[src/rtl/cfgrx_pkg.sv]
package cfgrx_pkg;

    localparam int BYTE_W = 8;

    // Port condition seen at one clock edge, in active-high form.
    typedef struct packed {
        logic sel;
        logic wr;
    } port_ctl_t;

    typedef enum logic [0:0] {
        RX_IDLE  = 1'b0,
        RX_LOCK  = 1'b1
    } rx_state_t;

    function automatic port_ctl_t decode_pins(input logic sel_n, input logic wr_n);
        port_ctl_t c;
        c.sel = ~sel_n;
        c.wr  = ~wr_n;
        return c;
    endfunction

    // Strobe level changed across two consecutive selected edges.
    function automatic logic strobe_flipped(input port_ctl_t now_c, input port_ctl_t prev_c);
        return now_c.sel && prev_c.sel && (now_c.wr != prev_c.wr);
    endfunction

endpackage

[src/rtl/cfgrx_ctrl.sv]
module cfgrx_ctrl
    import cfgrx_pkg::*;
(
    input  logic clk,
    input  logic rst,
    input  logic sel_n,
    input  logic wr_n,
    input  logic busy,
    output logic load,
    output logic abort_pulse
);

    port_ctl_t cur_c;
    port_ctl_t prev_c;
    rx_state_t state_q;
    rx_state_t state_d;
    logic      violation;

    always_comb begin
        cur_c = decode_pins(sel_n, wr_n);
    end

    always_comb begin
        violation = (state_q == RX_IDLE) && strobe_flipped(cur_c, prev_c);
        load      = (state_q == RX_IDLE) && !violation && cur_c.sel && cur_c.wr && !busy;
    end

    always_comb begin
        state_d = state_q;
        unique case (state_q)
            RX_IDLE: if (violation) state_d = RX_LOCK;
            RX_LOCK: if (!cur_c.sel) state_d = RX_IDLE;
            default: state_d = RX_IDLE;
        endcase
    end

    always_ff @(posedge clk) begin
        if (rst) begin
            prev_c      <= '0;
            state_q     <= RX_IDLE;
            abort_pulse <= 1'b0;
        end else begin
            prev_c      <= cur_c;
            state_q     <= state_d;
            abort_pulse <= violation;
        end
    end

endmodule

[src/rtl/cfgrx_hold.sv]
module cfgrx_hold #(
    parameter int DATA_W = cfgrx_pkg::BYTE_W
) (
    input  logic              clk,
    input  logic              rst,
    input  logic              load,
    input  logic [DATA_W-1:0] din,
    input  logic              out_ready,
    output logic              out_valid,
    output logic [DATA_W-1:0] out_data,
    output logic              busy
);

    logic              full_q;
    logic [DATA_W-1:0] data_q;
    logic              drain;

    always_comb begin
        drain     = full_q && out_ready;
        busy      = full_q && !out_ready;
        out_valid = full_q;
        out_data  = data_q;
    end

    always_ff @(posedge clk) begin
        if (rst) begin
            full_q <= 1'b0;
            data_q <= '0;
        end else begin
            if (load) begin
                full_q <= 1'b1;
                data_q <= din;
            end else if (drain) begin
                full_q <= 1'b0;
            end
        end
    end

endmodule

[src/rtl/cfg_byte_rx.sv]
module cfg_byte_rx #(
    parameter int DATA_W = cfgrx_pkg::BYTE_W
) (
    input  logic              clk,
    input  logic              rst,
    input  logic              sel_n,
    input  logic              wr_n,
    input  logic [DATA_W-1:0] din,
    output logic              busy,
    output logic              out_valid,
    output logic [DATA_W-1:0] out_data,
    input  logic              out_ready,
    output logic              abort_pulse
);

    logic load;

    cfgrx_ctrl u_ctrl (
        .clk         (clk),
        .rst         (rst),
        .sel_n       (sel_n),
        .wr_n        (wr_n),
        .busy        (busy),
        .load        (load),
        .abort_pulse (abort_pulse)
    );

    cfgrx_hold #(.DATA_W(DATA_W)) u_hold (
        .clk       (clk),
        .rst       (rst),
        .load      (load),
        .din       (din),
        .out_ready (out_ready),
        .out_valid (out_valid),
        .out_data  (out_data),
        .busy      (busy)
    );

endmodule

[config.mk]
export PLATFORM = sky130hd
export DESIGN_NAME = cfg_byte_rx
export DESIGN_NICKNAME = d
export VERILOG_FILES = /design/src/rtl/cfgrx_pkg.sv /design/src/rtl/cfgrx_ctrl.sv /design/src/rtl/cfgrx_hold.sv /design/src/rtl/cfg_byte_rx.sv
export SDC_FILE = /design/constraint.sdc
export NUM_CORES = 1
export LEC_CHECK = 0
export ABC_AREA = 1
export BUFFER_PORTS_ARGS = -buffer_cell sky130_fd_sc_hd__clkbuf_2
export CAP_MARGIN = 20
export CELL_PAD_IN_SITES_DETAIL_PLACEMENT = 1
export CELL_PAD_IN_SITES_GLOBAL_PLACEMENT = 1
export CORE_MARGIN = 4
export CORE_UTILIZATION = 27
export CTS_BUF_LIST = sky130_fd_sc_hd__clkbuf_16
export DETAILED_ROUTE_END_ITERATION = 10
export GPL_ROUTABILITY_DRIVEN = 0
export PLACE_DENSITY = 0.69
export SETUP_SLACK_MARGIN = 0.05
export SKIP_CTS_REPAIR_TIMING = 1
export SYNTH_ARGS = -nofsm -noshare
export SYNTH_HDL_FRONTEND = slang
export SYNTH_SLANG_ARGS = --single-unit
[constraint.sdc]
create_clock -name clk -period 1.1 [get_ports clk]
set_input_delay 0.11 -clock clk [delete_from_list [all_inputs] [get_ports clk]]
set_output_delay 0.11 -clock clk [all_outputs]
set_load 0.03 [all_outputs]
==> results.sh <==
export IMPL_multi_input_area_um2=245
export IMPL_core_um2=2040
export IMPL_numCtsBuffers=3
export IMPL_overflow=0
export IMPL_maxSlewHeadroom_pct=84.7
export IMPL_synth_cell_type_count=13
export IMPL_synthCells=90
export IMPL_ys_seq_area_share_pct=42.8
export IMPL_status="complete, but fails checks"
export IMPL_syn2layout_area_growth_pct=48.8
export IMPL_cts_sinks=13
export IMPL_grt_pass1_wl_mm=2.72
export IMPL_crit_start="u_hold.out_valid"
export IMPL_ys_ff_latch=13
export IMPL_synth_top_area_share_pct=42.8
export IMPL_avgRoutedWirePerCell_um=11.1
export IMPL_drc=0
export IMPL_worstHoldPathType="in2reg"
export IMPL_dieArea_um2=3080
export IMPL_dr_pass1_iters=2
export IMPL_grt_max_degree=12
export IMPL_drt_wl_total_mm=1.66
export IMPL_yosys_warnings=0
export IMPL_fin_crit_ns=1.17
export IMPL_root_buffer="clkbuf_16"
export IMPL_cp_required_ns=0.99
export IMPL_rows=16
export IMPL_cts_tree="built"
export IMPL_clkTransAtPathRegs_ns=0.04
export IMPL_htree_num_levels=1
export IMPL_p_per_area_nw_per_um2=1580
export IMPL_skew_ns=0.00301
export IMPL_regArea_um2=264
export IMPL_antenna_found_initial=0
export IMPL_fin_nets=136
export IMPL_worst_pin_slew_ns=0.229
export IMPL_drv_slew=0
export IMPL_antenna_cells=0
export IMPL_hpwl_mm=1.19
export IMPL_fin_crit_sh_pct=106
export IMPL_drive_gt1_share_pct=32.0
export IMPL_violations="negative setup slack"
export IMPL_route_vias_total=642
export IMPL_tns_ns=-0.168
export IMPL_path_max_fanout=6
export IMPL_clk_latency_ns=0.24
export IMPL_timing_rr_start="u_hold.out_valid"
export IMPL_syn_avg_cell_area_um2=6.76
export IMPL_arrival_ns=1.06
export IMPL_drt_iter0_markers=4
export IMPL_max_freq_mhz=854
export IMPL_fillers=271
export IMPL_start_util_pct=29.8
export IMPL_detail_route_vias_per_cell=4.31
export IMPL_io_pins=24
export IMPL_cts_max_path_buffers=2
export IMPL_finalSetupViolCount=7
export IMPL_syn_nets=103
export IMPL_grt_pass1_vias=624
export IMPL_fin_ws_ns=-0.0712
export IMPL_grtUsageTotal_pct=11.0
export IMPL_final_cell_mix="inv_1 (29), clkbuf_2 (22), nand2_1 (19), dfxtp_1 (12), nor2_1 (11)"
export IMPL_path_class="reg2out"
export IMPL_hold_viol=0
export IMPL_ant_nets=0
export IMPL_fp_dieH_um=55.5
export IMPL_grt_setup_unrepaired="true"
export IMPL_synth_area_leader_cell="dfxtp_1"
export IMPL_min_delay_start="wr_n"
export IMPL_final_util_pct=44.3
export IMPL_io_buffers=23
export IMPL_cap_violations=0
export IMPL_syn_cell_area_um2=608
export IMPL_die_x_um=55.5
export IMPL_synth_area_leaders="dfxtp_1 (43%), inv_1 (19%), nand2_1 (12%), nand4_1 (8.2%), nor2_1 (6.8%)"
export IMPL_ir_drop_mv=1.03
export IMPL_critPathLaunchType="flop"
export IMPL_final_common_cell="inv_1"
export IMPL_p_leak_uw=0.000515
export IMPL_cp_end_kind="output pin"
## logic make-up (layout without fill, tap and decap cells)
family                 Yosys count  count (layout)  synth area share, %
AOI/OAI and AO/OA                2               2                 2.06
and+or+nand+nor                 43              44                 35.0
DFF                             13              13                 42.8
buffers and inverters           32              63                 20.2
## cells in the mapped netlist
cell type and n:
nor2_1 11, nand3_4 1, nor3_1 1, nand4_1 8
nor3_4 1, o31ai_1 1, a21oi_1 1, or2_2 1
nand3_1 1, dfxtp_1 13, nand2_1 19, inv_1 30
buf_2 2
## metal layers
layer / part of all wire [%] / track usage, %
met1: 42 / 11.8
met2: 53 / 19.6
met3: 5.1 / 4.66
met5: 0 / 0
met4: 0.36 / 3.13
## layout make-up
cell class | instances | share of cell area (%)
Inverter | 30 | 12.4
Sequential cell | 13 | 29.2
Clock buffer | 3 | 8.30
Tap cell | 27 | 3.73
Clock inverter | 1 | 0.415
Timing Repair Buffer | 29 | 18.8
Multi-Input combinational cell | 46 | 27.1
## critical path, stage by stage, from the launching register on
cell and delay, ns:
dfxtp_4 0.34, inv_2 0.03, or2_4 0.28, inv_2 0.06, buf_6 0.12
## worst paths after layout
check	to	slack [ns]	cells after the start
worst max-delay path	busy	-0.07	4
worst min-delay path	u_ctrl.prev_c[0]	0.12	2
worst max register to register	u_hold.out_data[4]	-0.03	7
worst min register to register	u_hold.out_data[0]	0.51	4
## power by group
| group | switching (uW) | internal [uW] |
|---|---|---|
| logic | 154 | 89.1 |
| clock network | 191 | 478 |
| registers | 15.4 | 502 |
## registers in the layout, summed over array words and instances (netlist names)
name and flops:
u_hold.out_data 8, u_hold.out_valid 1, u_ctrl.abort_pulse 1, u_ctrl.prev_c 2
u_ctrl.state_q 1
## per-stage QoR
stage          hold WS (ns)  instance area, um^2  instances  setup slack (ns)  power [uW]
6_report              0.117                  905        149           -0.0712        1430
5_1_grt               0.125                  905        149            -0.116        1510
4_1_cts               0.116                  855        145            -0.159        1440
3_5_place_dp          0.363                  776        141            0.0161         752
3_3_place_gp          0.358                  776        141            0.0429         743
2_1_floorplan         0.169                  621         90            0.0551         671
No activity file was read; power rests on OpenSTA's default activity.
